===== config.mk =====
export PLATFORM = sky130hd
export DESIGN_NAME = bdf_filter
export DESIGN_NICKNAME = d
export VERILOG_FILES = /design/src/rtl/bdf_pkg.sv /design/src/rtl/bdf_pause_gate.sv /design/src/rtl/bdf_persist.sv /design/src/rtl/bdf_regs.sv /design/src/rtl/bdf_filter.sv
export SDC_FILE = /design/constraint.sdc
export NUM_CORES = 1
export LEC_CHECK = 0
export BUFFER_PORTS_ARGS = -buffer_cell sky130_fd_sc_hd__clkbuf_2
export CORE_AREA = 3 3 40 42
export CTS_CLUSTER_DIAMETER = 30
export DETAILED_ROUTE_END_ITERATION = 10
export DIE_AREA = 0 0 43 45
export GPL_ROUTABILITY_DRIVEN = 1
export PLACE_DENSITY = 0.71
export SETUP_SLACK_MARGIN = 0.2
export SKIP_LAST_GASP = 1
export SLEW_MARGIN = 20
export SYNTH_ARGS = -nofsm -noshare
export SYNTH_HDL_FRONTEND = slang
export SYNTH_HIERARCHICAL = 1
export SYNTH_SLANG_ARGS = --single-unit

===== constraint.sdc =====
create_clock -name clk -period 3.9 [get_ports clk]
set_clock_uncertainty 0.05 [all_clocks]
set_input_delay 0.39 -clock clk [delete_from_list [all_inputs] [get_ports clk]]
set_output_delay 0.39 -clock clk [all_outputs]
set_load 0.01 [all_outputs]

===== src/rtl/bdf_pkg.sv =====
package bdf_pkg;
  localparam int CTRL_ADDR    = 0;
  localparam int STAT_ADDR    = 1;
  localparam int CTRL_IEN_BIT = 0;
  localparam int CTRL_OOF_BIT = 1;
  localparam int STAT_CLR_BIT = 0;
  localparam int NUM_HARD_ALM = 5;

  typedef struct packed {
    logic ien;
    logic oof_gate;
  } bdf_ctrl_t;
endpackage


===== src/rtl/bdf_pause_gate.sv =====
module bdf_pause_gate #(
  parameter int NUM_HARD = 5
) (
  input  logic [NUM_HARD-1:0] hard_alm,
  input  logic                oof_alm,
  input  logic                oof_gate_en,
  output logic                pause
);
  logic [NUM_HARD-1:0] alm_seen;

  genvar g;
  generate
    for (g = 0; g < NUM_HARD; g++) begin : g_alm
      assign alm_seen[g] = hard_alm[g];
    end
  endgenerate

  assign pause = (|alm_seen) | (oof_alm & oof_gate_en);
endmodule


===== src/rtl/bdf_persist.sv =====
module bdf_persist #(
  parameter int PERSIST_FRAMES = 5,
  localparam int CW = $clog2(PERSIST_FRAMES + 1)
) (
  input  logic          clk,
  input  logic          rst,
  input  logic          pause,
  input  logic          frame_stb,
  input  logic          bit_in,
  output logic          live_q,
  output logic          change,
  output logic [CW-1:0] cnt_q
);
  localparam logic [CW-1:0] CNT_FULL = CW'(PERSIST_FRAMES);

  logic          cand_q, cand_d;
  logic [CW-1:0] cnt_d;
  logic          accept;

  always_comb begin
    cand_d = cand_q;
    cnt_d  = cnt_q;
    if (pause) begin
      cnt_d = '0;
    end else if (frame_stb) begin
      if (cnt_q == '0 || bit_in != cand_q) begin
        cand_d = bit_in;
        cnt_d  = CW'(1);
      end else if (cnt_q < CNT_FULL) begin
        cnt_d = cnt_q + CW'(1);
      end
    end
  end

  assign accept = !pause && frame_stb && (cnt_d == CNT_FULL);
  assign change = accept && (cand_d != live_q);

  always_ff @(posedge clk) begin
    if (rst) begin
      cand_q <= 1'b0;
      cnt_q  <= '0;
      live_q <= 1'b0;
    end else begin
      cand_q <= cand_d;
      cnt_q  <= cnt_d;
      if (accept) live_q <= cand_d;
    end
  end
endmodule


===== src/rtl/bdf_regs.sv =====
module bdf_regs
  import bdf_pkg::*;
#(
  parameter int ADDR_W = 2,
  parameter int DATA_W = 8
) (
  input  logic              clk,
  input  logic              rst,
  input  logic              reg_wr,
  input  logic [ADDR_W-1:0] reg_addr,
  input  logic [DATA_W-1:0] reg_wdata,
  input  logic              change,
  output bdf_ctrl_t         ctrl_q,
  output logic              sticky_q,
  output logic              irq_q
);
  bdf_ctrl_t ctrl_d;
  logic      sticky_d;
  logic      wr_ctrl, wr_clr;
  logic      unused_wdata;

  assign wr_ctrl = reg_wr && (reg_addr == ADDR_W'(CTRL_ADDR));
  assign wr_clr  = reg_wr && (reg_addr == ADDR_W'(STAT_ADDR)) && reg_wdata[STAT_CLR_BIT];
  assign unused_wdata = ^reg_wdata;

  always_comb begin
    ctrl_d = ctrl_q;
    if (wr_ctrl) begin
      ctrl_d.ien      = reg_wdata[CTRL_IEN_BIT];
      ctrl_d.oof_gate = reg_wdata[CTRL_OOF_BIT];
    end
    sticky_d = (sticky_q & ~wr_clr) | change;
  end

  always_ff @(posedge clk) begin
    if (rst) begin
      ctrl_q   <= '0;
      sticky_q <= 1'b0;
      irq_q    <= 1'b0;
    end else begin
      ctrl_q   <= ctrl_d;
      sticky_q <= sticky_d;
      irq_q    <= sticky_d & ctrl_d.ien;
    end
  end
endmodule


===== src/rtl/bdf_filter.sv =====
module bdf_filter
  import bdf_pkg::*;
#(
  parameter int PERSIST_FRAMES = 5,
  parameter int ADDR_W = 2,
  parameter int DATA_W = 8,
  localparam int CW = $clog2(PERSIST_FRAMES + 1)
) (
  input  logic              clk,
  input  logic              rst,
  input  logic              frame_stb,
  input  logic              bdi_bit,
  input  logic              alm_oof,
  input  logic              alm_lof,
  input  logic              alm_los,
  input  logic              alm_lck,
  input  logic              alm_oci,
  input  logic              alm_ais,
  input  logic              reg_wr,
  input  logic [ADDR_W-1:0] reg_addr,
  input  logic [DATA_W-1:0] reg_wdata,
  output logic              bdi_live,
  output logic              cos_sticky,
  output logic              cos_irq
);
  bdf_ctrl_t     ctrl;
  logic          pause;
  logic          change;
  logic [CW-1:0] run_cnt;

  bdf_pause_gate #(.NUM_HARD(NUM_HARD_ALM)) u_gate (
    .hard_alm    ({alm_ais, alm_oci, alm_lck, alm_los, alm_lof}),
    .oof_alm     (alm_oof),
    .oof_gate_en (ctrl.oof_gate),
    .pause       (pause)
  );

  bdf_persist #(.PERSIST_FRAMES(PERSIST_FRAMES)) u_persist (
    .clk       (clk),
    .rst       (rst),
    .pause     (pause),
    .frame_stb (frame_stb),
    .bit_in    (bdi_bit),
    .live_q    (bdi_live),
    .change    (change),
    .cnt_q     (run_cnt)
  );

  bdf_regs #(.ADDR_W(ADDR_W), .DATA_W(DATA_W)) u_regs (
    .clk       (clk),
    .rst       (rst),
    .reg_wr    (reg_wr),
    .reg_addr  (reg_addr),
    .reg_wdata (reg_wdata),
    .change    (change),
    .ctrl_q    (ctrl),
    .sticky_q  (cos_sticky),
    .irq_q     (cos_irq)
  );
endmodule


== Yosys cells after proc, flatten, opt, wreduce, memory -nomap -nowiden ==
Cells that the tools add are included.
Storage, ports and cells
  logic and storage cells: 38
  output and inout bits: 3
  bits in registers: 9
  input port bits: 21
Cells by class
  reduce and logical (&&, ||, !) cells: 11
  $lt $le $gt $ge: 1
  bitwise operators: 6
  eq/ne operators: 4
  add/sub/neg operators: 1
  mux-type cells: 8
Operators with widths (number)
  $mux W3: 4
  $logic_and A1 B1 Y1: 6
  $reduce_or A5 Y1: 1
  $add A3 B1 Y3 const B: 1
  $and A1 B1 Y1: 3
  $eq A3 B3 Y1 const B: 1
  $logic_not A3 Y1: 1
  $lt A3 B3 Y1 const B: 1
  $mux W1: 3
  $eq A2 B1 Y1 const B: 1
  $logic_not A2 Y1: 1
  $mux W2: 1
  $ne A1 B1 Y1: 2
  $or A1 B1 Y1: 2
  $logic_not A1 Y1: 1
  $logic_or A1 B1 Y1: 1
  $not A1 Y1: 1

== Longest topological paths before layout ==
Gate-level depths: netlist of run 1.
  depth after elaboration: 10
  depth in mapped cells: 8
  mapped depth without buffers: 8

== Cells and area by module ==
The synthesis of run 1 kept the hierarchy.
Modules (own cells, without submodules)
  bdf_persist: sequential area each 100.1 um2, cells each 41, times used 1, area each 369.1 um2
  bdf_regs: sequential area each 80.1 um2, cells each 13, times used 1, area each 153.9 um2
  bdf_pause_gate: sequential area each 0.0 um2, cells each 3, times used 1, area each 21.3 um2

== Worst setup path after synthesis of run 1 ==
No wires, ideal clock.
  kind: input to register
  start point: input port alm_los
  end point: register u_regs.irq_q
  stages on the path: 8
  setup slack: 2062 ps
  arrival: 1668 ps
  buffers on the path: 0
  library setup time: 120 ps
  data required time: 3730 ps
  cell sequence: nor4_2 -> nand2_1 -> and2b_1 -> mux2i_1 -> xnor2_1 -> and2_1 -> a21oi_1 -> nor3_2
Between the ends
  word-level cells in the longest chain between the ends: 8
  elaborated cells on any way between the ends: 12
  classes of those cells: eq/ne: 2; mux: 2; bitwise: 3; reduce/logical: 5
Ends and longest elaborated chain
  from (decl): RTL line bdf_filter.sv:15  | input logic alm_los,
  $reduce_or A5 Y1 *: RTL line bdf_pause_gate.sv:18  | assign pause = (|alm_seen) | (oof_alm & oof_gate_en);
  $or A1 B1 Y1 *: RTL line bdf_pause_gate.sv:18
  net pause: RTL line bdf_filter.sv:27  | logic pause;
  $mux W3 / $logic_not A1 Y1 (equally long branches): RTL line bdf_persist.sv:23, bdf_persist.sv:35
  $eq A3 B3 Y1 / $logic_and A1 B1 Y1 (equally long branches): RTL line bdf_persist.sv:35  | assign accept = !pause && frame_stb && (cnt_d == CNT_FULL);
  $logic_and A1 B1 Y1: RTL line bdf_persist.sv:35
  $logic_and A1 B1 Y1 *: RTL line bdf_persist.sv:36  | assign change = accept && (cand_d != live_q);
  net change: RTL line bdf_filter.sv:28  | logic change;
  $or A1 B1 Y1 *: RTL line bdf_regs.sv:32  | sticky_d = (sticky_q & ~wr_clr) | change;
  $and A1 B1 Y1 *: RTL line bdf_regs.sv:43  | irq_q <= sticky_d & ctrl_d.ien;
  to (signal assigned): RTL line bdf_regs.sv:43
  to (decl): RTL line bdf_regs.sv:15  | output logic irq_q
Mark *: on every way through the listed nets, which the timed path passes. The rest lies on a longest branch.
A chain may end at the register's enable or synchronous reset.

== Worst setup path after layout of run 1 ==
  start point: register u_persist.cnt_q[0]
  end point: register u_persist.live_q
Between the ends
  word-level cells in the longest chain between the ends: 7
  elaborated cells on any way between the ends: 13
  classes of those cells: add/sub: 1; order compare: 1; eq/ne: 1; mux: 7; reduce/logical: 3
Ends and longest elaborated chain
  from (decl): RTL line bdf_persist.sv:12  | output logic [CW-1:0] cnt_q
  from (signal assigned): RTL line bdf_persist.sv:45  | cnt_q <= cnt_d;
  $add A3 B1 Y3 (tied with other cells): RTL line bdf_persist.sv:30  | cnt_d = cnt_q + CW'(1);
  $mux W3 / $logic_or A1 B1 Y1 (equally long branches): RTL line bdf_persist.sv:29, bdf_persist.sv:26
  $mux W3: RTL line bdf_persist.sv:26  | if (cnt_q == '0 || bit_in != cand_q) begin
  $mux W3: RTL line bdf_persist.sv:25  | end else if (frame_stb) begin
  $mux W3: RTL line bdf_persist.sv:23  | if (pause) begin
  $eq A3 B3 Y1: RTL line bdf_persist.sv:35
  $logic_and A1 B1 Y1: RTL line bdf_persist.sv:35
  to (signal assigned): RTL line bdf_persist.sv:46  | if (accept) live_q <= cand_d;
  to (decl): RTL line bdf_persist.sv:10  | output logic live_q,
Parallel ways exist; a longest one is shown, timed or not.

==> flow_metrics.env, run 1 <==
export IMPL_outcome="finished, final reports clean"
export IMPL_syn_area_per_cell_um2=9.55
export IMPL_first_pass_iters=4
export IMPL_cts_num_sinks=9
export IMPL_dp_cells=88
export IMPL_seqPwrFrac=0.512
export IMPL_synth_largest_area_cell="dfxtp_1"
export IMPL_slew_headroom=0.781
export IMPL_syn_inst=57
export IMPL_syn_num_nets=80
export IMPL_grt_pass1_wl_mm=1.86
export IMPL_stdcell_count=92
export IMPL_fin_tns_setup_ns=0
export IMPL_pwr_share_comb=0.101
export IMPL_num_rows=13
export IMPL_fin_util=0.519
export IMPL_cp_max_fo=5
export IMPL_synthTopCellsByCount="9 x dfxtp_1, 7 x nor2_1, 6 x a21oi_1"
export IMPL_post_cts_resize_count=0
export IMPL_cpMaxStageDelayCell="dfxtp_1"
export IMPL_fillers=121
export IMPL_grt_usage=0.124
export IMPL_ioPinCount=24
export IMPL_power_density_nw_per_um2=272
export IMPL_setup_ws_ns=1.96
export IMPL_antennaDiodeCount=0
export IMPL_dieWidth_um=43
export IMPL_wl_per_cell_um=11.4
export IMPL_dr_total_vias=479
export IMPL_finalSetupViolCount=0
export IMPL_synthTopCellsByArea="dfxtp_1 33%, a21oi_1 5.5%, mux2i_1 5.5%"
export IMPL_gp_congestion=0.804
export IMPL_ys_seq_area_frac=0.331
export IMPL_ir_drop_uv=224
export IMPL_grt_max_degree=11
export IMPL_pre_cts_ws_ns=1.82
export IMPL_hold_viol=0
export IMPL_drtIter0Drc=11
export IMPL_max_freq_ghz=0.515
export IMPL_yosysUniqueCellTypes=31
export IMPL_start_util=0.424
export IMPL_post_cts_buffers=0
export IMPL_crit_arrival_ns=2.03
export IMPL_cp_start_kind="flop"
export IMPL_drc=0
export IMPL_synth_top_area_frac=0.331
export IMPL_dpl_hpwl_um=840
export IMPL_switching_power_w=0.0000405
export IMPL_critPathCaptureType="flop"
export IMPL_core_um2=1280
export IMPL_io_buffers=17
export IMPL_cts_tree="yes"
export IMPL_path_clk_slew_ns=0.06
export IMPL_cts_hold_buf=0
export IMPL_hp_class="input pin to flop"
export IMPL_die_area_um2=1940
export IMPL_rsz0062_at_grt="false"
export IMPL_drtAntennaViolNets=0
export IMPL_syn_to_final_growth_pct=22.5
export IMPL_internal_power_w=0.000141
export IMPL_clock_power_share=0.387
export IMPL_fin_crit_sh=0.497
export IMPL_cts_buffers=3
export IMPL_critPathKind="flop to flop"
export IMPL_leakage_nw=0.267
export IMPL_cap_violations=0
export IMPL_drv_slew=0
export IMPL_yosysWarnings=6
export IMPL_netSwitchingFraction=0.223
export IMPL_avgViaCountPerCell=5.21
export IMPL_ys_async_sr_fraction=0
export IMPL_synth_ff_type="dfxtp_1"
export IMPL_worstPathRequired_ns=3.99
export IMPL_chipHeight_um=45
export IMPL_min_period_ns=1.94
export IMPL_routed_wl_mm=1.05
export IMPL_worst_pin_slew_ns=0.329
export IMPL_drive_gt1_frac=0.390
export IMPL_slowest_delay_ns=0.40
export IMPL_synth_edf_count=0
export IMPL_overflow=0
export IMPL_clk_path_buf_depth=2
export IMPL_clk_latency_ns=0.25
export IMPL_root_buffer="clkbuf_4"
export IMPL_antenna_found_initial=0
export IMPL_final_nets=101
export IMPL_synth_most_common_cell="dfxtp_1"
export IMPL_crit_chain="inv_1, ha_1, nor2_1, o311ai_2, a211oi_2, mux2_4"
export IMPL_htree_levels=1
export IMPL_ys_ff_latch=9
export IMPL_grt_pass1_vias=469
export IMPL_netlist_area_um2=544
## cell usage in the layout (no fill, tap or decap), types with 2 or more instances in the layout
cell type  instances
clkbuf_2          17
dfxtp_1            9
nor2_1             7
a21oi_1            6
clkbuf_4           3
inv_1              3
mux2i_1            3
nand2_1            2
xnor2_1            2
ha_1               2
## layout make-up
type | count | area, um^2 | area share
Inverter | 4 | 15.0 | 0.0225
Timing Repair Buffer | 17 | 85.1 | 0.128
Sequential cell | 9 | 180 | 0.270
Tap cell | 15 | 18.8 | 0.0281
Clock buffer | 4 | 26.3 | 0.0394
Multi-Input combinational cell | 43 | 342 | 0.512
## through the flow
stage / total power [W] / hold WS (ns) / cell area [um^2]
after floorplan: 0.000102 / 0.409 / 544
after global placement: 0.000113 / 0.429 / 641
after detailed placement: 0.000113 / 0.442 / 641
after CTS: 0.000185 / 0.325 / 667
after global routing: 0.000192 / 0.370 / 667
final: 0.000182 / 0.323 / 667
## registers in the layout, summed over array words and instances (netlist names)
signal and count:
u_regs/sticky_q 1, u_regs/ctrl_q 2, u_persist/cand_q 1, u_regs/irq_q 1, u_persist/live_q 1, u_persist/cnt_q 3
## critical path: cells and delay by family (launching register included)
family                   cells  cell delay (ns)
AO/OA/AOI/OAI                2             0.42
adder cells (fa/ha/maj)      1             0.35
buffers and inverters        1             0.13
flip-flops                   1             0.40
multiplexers                 1             0.33
AND/OR/NAND/NOR              1             0.14
## path summary, 6_finish.rpt
path         slack [ns]               end  depth (start not counted)               start
max                1.96  u_persist/live_q                          6  u_persist/cnt_q[0]
min                0.32  u_regs/ctrl_q[0]                          3        reg_wdata[1]
max reg2reg        1.96  u_persist/live_q                          6  u_persist/cnt_q[0]
min reg2reg        0.45  u_regs/ctrl_q[0]                          2    u_regs/ctrl_q[0]
## routing by layer
layer | GRT usage | share of wire
met5 | 0 | 0
met4 | 0.0361 | 0.0086
met3 | 0.0398 | 0.039
met2 | 0.216 | 0.54
met1 | 0.148 | 0.41
## power groups by stage
stage | logic, W | clock network [W] | registers [W]
final | 0.0000183 | 0.0000703 | 0.0000931
after global routing | 0.0000206 | 0.0000786 | 0.0000931
after CTS | 0.0000184 | 0.0000731 | 0.0000931
after detailed placement | 0.0000183 | 0 | 0.0000952
after global placement | 0.0000180 | 0 | 0.0000952
after floorplan | 0.00000696 | 0 | 0.0000951
## cell families (layout without fill, tap and decap cells)
kind of cell,after synthesis,in the layout,synth area share
AO/OA/AOI/OAI,14,14,0.211
multiplexers,4,4,0.0828
AND/OR/NAND/NOR,21,21,0.255
flip-flops,9,9,0.331
buffers and inverters,5,25,0.0414
adder cells (fa/ha/maj),2,2,0.0460
XOR/XNOR,2,2,0.0322
Note: power is estimated with default switching activity, not from simulation.
==> run 2, diff against run 1 <==
--- a/config.mk
+++ b/config.mk
@@ -6,12 +6,12 @@
 export NUM_CORES = 1
 export LEC_CHECK = 0
 export BUFFER_PORTS_ARGS = -buffer_cell sky130_fd_sc_hd__clkbuf_2
-export CORE_AREA = 3 3 40 42
+export CORE_MARGIN = 3
+export CORE_UTILIZATION = 40
 export CTS_CLUSTER_DIAMETER = 30
 export DETAILED_ROUTE_END_ITERATION = 10
-export DIE_AREA = 0 0 43 45
 export GPL_ROUTABILITY_DRIVEN = 1
-export PLACE_DENSITY = 0.71
+export PLACE_DENSITY = 0.72
 export SETUP_SLACK_MARGIN = 0.2
 export SKIP_LAST_GASP = 1
 export SLEW_MARGIN = 20
==> constraint.sdc (replaced) <==
create_clock -name clk -period 1.57 [get_ports clk]
set_clock_uncertainty 0.05 [all_clocks]
set_input_delay 0.157 -clock clk [delete_from_list [all_inputs] [get_ports clk]]
set_output_delay 0.157 -clock clk [all_outputs]
set_load 0.01 [all_outputs]
==> run 2 against run 1 <==
Net effect: the flow now finishes with violations (negative setup slack); clock power rose to 2.6 times the previous value; sequential power is 150% higher; die area is 5.0% lower; flip-flop and latch count stayed put; utilization grew 18 points; critical path type unchanged; sequential share of layout area shrank 4.2 points; total power increased to 2.6 times the previous value; global-route usage grew 4.3 points; maximum frequency up 17%; cell count grew 11%; critical path depth increased by 2; routed wire length increased by 27%.
==> flow_metrics.env, run 2 (synthesis gave the netlist of run 1 again) <==
export IMPL_fin_util=0.694
export IMPL_critPathKind="flop to flop"
export IMPL_pwr_share_comb=0.116
export IMPL_fin_tns_setup_ns=-0.202
export IMPL_rr_endpoint="u_regs/sticky_q"
export IMPL_power_density_nw_per_um2=571
export IMPL_grt_usage=0.168
export IMPL_whs_path_depth=2
export IMPL_violations="negative setup slack"
export IMPL_seqPwrFrac=0.489
export IMPL_switching_power_w=0.000117
export IMPL_first_pass_iters=4
export IMPL_drive_gt1_frac=0.648
export IMPL_reg2reg_depth=8
export IMPL_worst_pin_slew_ns=0.250
export IMPL_largest_registers="u_persist/cnt_q: 3 flops, u_regs/ctrl_q: 2 flops"
export IMPL_hold_viol=0
export IMPL_drv_slew=0
export IMPL_placed_cell_area_um2=719
export IMPL_cap_violations=0
export IMPL_mostFrequentLayoutCells="17 x clkbuf_2, 11 x buf_4, 6 x nor2_1"
export IMPL_antennaDiodeCount=0
export IMPL_ir_drop_uv=433
export IMPL_die_area_um2=1840
export IMPL_cp_buffers_inverters=1
export IMPL_grt_pass1_wl_mm=2.21
export IMPL_grt_max_degree=11
export IMPL_overflow=0
export IMPL_largest_register="u_persist/cnt_q"
export IMPL_critPathCaptureType="flop"
export IMPL_mostFrequentLayoutCell="clkbuf_2"
export IMPL_cp_max_fo=4
export IMPL_leakage_nw=0.332
export IMPL_clk_latency_ns=0.27
export IMPL_start_util=0.459
export IMPL_final_nets=112
export IMPL_cpMaxStageDelayCell="dfxtp_4"
export IMPL_crit_chain="inv_4, ha_4, nor2_4, o311ai_4, a211oi_2, and2_1, a21oi_2, nor2_1"
export IMPL_crit_arrival_ns=1.76
export IMPL_pre_cts_ws_ns=-0.197
export IMPL_timing_rr_start="u_persist/cnt_q[1]"
export IMPL_syn_to_final_growth_pct=51.3
export IMPL_dpl_hpwl_um=976
export IMPL_gp_congestion=0.823
export IMPL_antenna_found_initial=0
export IMPL_drtIter0Drc=16
export IMPL_dieWidth_um=42.9
export IMPL_stdcell_count=102
export IMPL_routed_wl_mm=1.32
export IMPL_worstPathRequired_ns=1.68
export IMPL_cts_num_sinks=9
export IMPL_clock_power_share=0.395
export IMPL_setup_ws_ns=-0.0838
export IMPL_hp_class="input pin to flop"
export IMPL_min_period_ns=1.65
export IMPL_htree_levels=1
export IMPL_wl_per_cell_um=13.0
export IMPL_drc=0
export IMPL_io_buffers=17
export IMPL_grt_pass1_vias=549
export IMPL_cp_start_kind="flop"
export IMPL_max_freq_ghz=0.605
export IMPL_path_clk_slew_ns=0.06
export IMPL_num_rows=12
export IMPL_chipHeight_um=42.9
export IMPL_ioPinCount=24
export IMPL_avgViaCountPerCell=5.16
export IMPL_fillers=105
export IMPL_final_area_um2=823
export IMPL_root_buffer="clkbuf_4"
export IMPL_cts_buffers=3
export IMPL_fin_crit_sh=1.05
export IMPL_largest_reg_flops=3
export IMPL_cts_tree="yes"
export IMPL_slew_headroom=0.829
export IMPL_crit_family="compound AO/OA/AOI/OAI gates"
export IMPL_internal_power_w=0.000354
export IMPL_rrSetupSlack_ns=-0.08
export IMPL_finalSetupViolCount=3
export IMPL_rsz0062_at_grt="true"
export IMPL_netSwitchingFraction=0.248
export IMPL_min_to="u_persist/cnt_q[1]"
export IMPL_dp_cells=94
export IMPL_clk_path_buf_depth=2
export IMPL_min_from="frame_stb"
export IMPL_outcome="finished, violations left"
export IMPL_dr_total_vias=526
export IMPL_drtAntennaViolNets=0
export IMPL_slowest_delay_ns=0.37
export IMPL_core_um2=1190
run 2: how the worst max path moves through the flow:
stage / from / end / slack (ns) / depth (start not counted)
2_1_floorplan: alm_los / u_regs/sticky_q / 0.01 / 8
3_3_place_gp: alm_los / u_regs/sticky_q / -0.15 / 9
3_5_place_dp: alm_los / u_regs/sticky_q / -0.20 / 9
4_1_cts: u_regs/ctrl_q[0] / u_regs/sticky_q / -0.07 / 8
5_1_grt: u_persist/cnt_q[1] / u_regs/sticky_q / -0.14 / 8
6_report: u_persist/cnt_q[1] / u_regs/sticky_q / -0.08 / 8
run 2: metrics by stage:
stage	power [W]	hold WS, ns
after floorplan	0.000255	0.174
after global placement	0.000285	0.355
after detailed placement	0.000286	0.407
after CTS	0.000477	0.117
after global routing	0.000500	0.122
final	0.000470	0.120
run 2: cell type report:
class                      count  area, um^2  share of cell area
inverter                       4        17.5              0.0213
timing repair buffer          28         168               0.204
tap                           14        17.5              0.0213
clock buffer                   4        26.3              0.0319
multi-input combinational     43         407               0.494
sequential                     9         188               0.228
run 2: power by group through the flow:
stage	clock [W]	combinational, W	sequential, W
detailed placement	0	0.0000500	0.000237
global placement	0	0.0000489	0.000236
floorplan	0	0.0000183	0.000236
global route	0.000211	0.0000597	0.000230
CTS	0.000193	0.0000522	0.000232
finish	0.000186	0.0000547	0.000230
run 2: per-layer routing:
metal | share of wire | up-vias | GRT usage
met4 | 0.022 | 0 | 0.0932
met5 | 0 | - | 0
met1 | 0.40 | 238 | 0.172
met3 | 0.051 | 4 | 0.0636
li1 | - | 271 | -
met2 | 0.52 | 13 | 0.287
run 2: what timing repair did:
item,in CTS,in global routing
pin swaps,3,6
setup buffers,3,1
hold buffers,0,0
resized for setup,7,7
endpoints found under the setup margin,5,7
==> run 3, diff against run 2 <==
--- a/config.mk
+++ b/config.mk
@@ -5,13 +5,14 @@
 export SDC_FILE = /design/constraint.sdc
 export NUM_CORES = 1
 export LEC_CHECK = 0
+export ABC_AREA = 1
 export BUFFER_PORTS_ARGS = -buffer_cell sky130_fd_sc_hd__clkbuf_2
 export CORE_MARGIN = 3
 export CORE_UTILIZATION = 40
 export CTS_CLUSTER_DIAMETER = 30
 export DETAILED_ROUTE_END_ITERATION = 10
 export GPL_ROUTABILITY_DRIVEN = 1
-export PLACE_DENSITY = 0.72
+export PLACE_DENSITY = 0.71
 export SETUP_SLACK_MARGIN = 0.2
 export SKIP_LAST_GASP = 1
 export SLEW_MARGIN = 20
==> run 3 against run 2 <==
Net effect: the flow now finishes without violations; maximum frequency up 17%; combinational power up 23%; total power up 1.1%; critical endpoint is now u_regs/irq_q; largest power group unchanged.
==> flow_metrics.env, run 3 <==
export IMPL_fin_tns_setup_ns=0
export IMPL_overflow=0
export IMPL_fin_crit_sh=0.903
export IMPL_syn_to_final_growth_pct=54.8
export IMPL_synthTopCellsByArea="dfxtp_1 32%, nand2_1 14%, inv_1 7.9%"
export IMPL_htree_levels=1
export IMPL_root_buffer="clkbuf_4"
export IMPL_drv_slew=0
export IMPL_mostFrequentLayoutCell="clkbuf_2"
export IMPL_min_period_ns=1.42
export IMPL_first_pass_iters=4
export IMPL_ys_seq_area_frac=0.317
export IMPL_dpl_hpwl_um=854
export IMPL_syn_inst=83
export IMPL_antenna_found_initial=0
export IMPL_path_clk_slew_ns=0.07
export IMPL_grt_max_degree=9
export IMPL_routed_wl_mm=1.38
export IMPL_cts_buffers=3
export IMPL_dr_total_vias=590
export IMPL_yosysUniqueCellTypes=17
export IMPL_gp_congestion=0.799
export IMPL_largest_registers="u_persist/cnt_q: 3 flops, u_regs/ctrl_q: 2 flops"
export IMPL_synth_largest_area_cell="dfxtp_1"
export IMPL_final_nets=137
export IMPL_timing_rr_start="u_regs/ctrl_q[0]"
export IMPL_cts_tree="yes"
export IMPL_avgViaCountPerCell=4.65
export IMPL_synth_ff_type="dfxtp_1"
export IMPL_start_util=0.467
export IMPL_total_power_w=0.000476
export IMPL_wl_per_cell_um=10.9
export IMPL_syn_num_nets=106
export IMPL_synth_compound_area_share=0.0815
export IMPL_outcome="finished, final reports clean"
export IMPL_syn_area_per_cell_um2=6.84
export IMPL_power_density_nw_per_um2=541
export IMPL_num_rows=12
export IMPL_max_freq_ghz=0.705
export IMPL_drc=0
export IMPL_min_from="rst"
export IMPL_hp_class="input pin to flop"
export IMPL_yosys_mux_area_fraction=0
export IMPL_ir_drop_uv=519
export IMPL_met3_length_um=67
export IMPL_core_um2=1220
export IMPL_dr_max_layer_used="met4"
export IMPL_mostFrequentLayoutCells="17 x clkbuf_2, 16 x nand2_1, 10 x inv_1"
export IMPL_leakage_nw=0.436
export IMPL_antennaDiodeCount=0
export IMPL_finalSetupViolCount=0
export IMPL_stdcell_count=127
export IMPL_synthTopCellsByCount="21 x nand2_1, 12 x inv_1, 9 x dfxtp_1"
export IMPL_ioPinCount=24
export IMPL_drive_gt1_frac=0.558
export IMPL_fin_hold_ws_ns=0.0622
export IMPL_cap_violations=0
export IMPL_cp_start_kind="flop"
export IMPL_clk_latency_ns=0.26
export IMPL_yosysWarnings=6
export IMPL_crit_arrival_ns=1.53
export IMPL_synthAdderAreaFrac=0.0441
export IMPL_io_buffers=17
export IMPL_chipHeight_um=43.7
export IMPL_dieWidth_um=43.7
export IMPL_cp_max_fo=3
export IMPL_synthXorXnorAreaFrac=0.0154
export IMPL_clk_path_buf_depth=2
export IMPL_yosys_area_share_simple=0.436
export IMPL_critPathCaptureType="flop"
export IMPL_synth_most_common_cell="nand2_1"
export IMPL_rsz0062_at_grt="true"
export IMPL_fillers=98
export IMPL_grt_pass1_wl_mm=2.09
export IMPL_grt_pass1_vias=529
export IMPL_hold_viol=0
export IMPL_grt_usage=0.145
export IMPL_ys_ff_latch=9
export IMPL_largest_register="u_persist/cnt_q"
export IMPL_ys_async_sr_fraction=0
export IMPL_setup_worst_path_start="u_regs/ctrl_q[0]"
export IMPL_met2_length_um=595
export IMPL_drtAntennaViolNets=0
export IMPL_dp_cells=114
export IMPL_cts_num_sinks=9
export IMPL_die_area_um2=1910
export IMPL_critPathKind="flop to flop"
export IMPL_largest_reg_flops=3
export IMPL_synth_edf_count=0
export IMPL_synth_top_family_by_area="simple AND/OR/NAND/NOR gates"
export IMPL_netlist_area_um2=568
export IMPL_worstPathRequired_ns=1.68
export IMPL_met1_length_um=691
export IMPL_worst_pin_slew_ns=0.224
export IMPL_drtIter0Drc=9
export IMPL_synth_top_area_frac=0.317
export IMPL_slew_headroom=0.851
==> run 3: changes by cell type after synthesis, moves of 3 or more <==
cell / previous run / this run
nand2_2: 0 / 6
mux2i_1: 3 / 0
nand2_1: 2 / 21
inv_1: 3 / 12
nand3_2: 0 / 3
nand3_1: 1 / 8
==> run 3: final cells by class <==
type                    count  area (um^2)  share of cell area
clock buffers               3         22.5              0.0256
clock inverters             1         5.00             0.00569
inverters                  14         55.1              0.0626
multi-input cells          59          427               0.485
flip-flops and latches      9          189               0.215
well taps                  14         17.5              0.0199
repair buffers             27          164               0.186
==> run 3: logic make-up after synthesis <==
family / Yosys count
AO/OA/AOI/OAI: 7
XOR/XNOR: 1
adder cells (fa/ha/maj): 2
buffers and inverters: 15
flip-flops: 9
AND/OR/NAND/NOR: 49
==> run 3: timing repair <==
action / in CTS / in global routing
pin swaps: 5 / 6
resized for setup: 9 / 19
setup endpoints to repair: 3 / 5
buffers inserted: 7 / 2
gates cloned: 0 / 0
hold buffers: 0 / 0
==> run 3: final timing paths <==
check                           slack (ns)  depth (start not counted)                to
worst max-delay path                  0.15                         11      u_regs/irq_q
worst min-delay path                  0.06                          2  u_regs/ctrl_q[0]
worst max register to register        0.15                         11      u_regs/irq_q
worst min register to register        0.46                          2   u_regs/sticky_q
==> run 3: power breakdown <==
group / leakage, nW / total, W / switching, W / internal [W]
combinational: 0.344 / 0.0000673 / 0.0000369 / 0.0000304
sequential: 0.0747 / 0.000229 / 0.00000124 / 0.000227
clock: 0.0177 / 0.000180 / 0.0000857 / 0.0000941
==> run 3: critical path, stage by stage (launching register included) <==
cell and delay, ns:
dfxtp_2 0.32, nand2_1 0.05, nand2_1 0.04, inv_1 0.05, nand2_1 0.05, inv_2 0.08, nand2_4 0.08, o21ai_4 0.17
xor2_1 0.20, nor2_2 0.06, a21oi_2 0.12, nor2_1 0.05
==> run 3: per-stage QoR <==
stage	setup slack (ns)	area [um^2]	utilization
2_1_floorplan	0.200	569	-
3_3_place_gp	0.107	672	0.552
3_5_place_dp	0.102	672	0.552
4_1_cts	0.161	782	0.643
5_1_grt	0.0437	880	0.723
6_report	0.152	880	0.723
==> run 3: layer usage <==
layer  global-route usage  up-vias
met3               0.0249        2
li1                     -      320
met1                0.182      256
met5                    0        -
met2                0.227       12
met4               0.0904        0
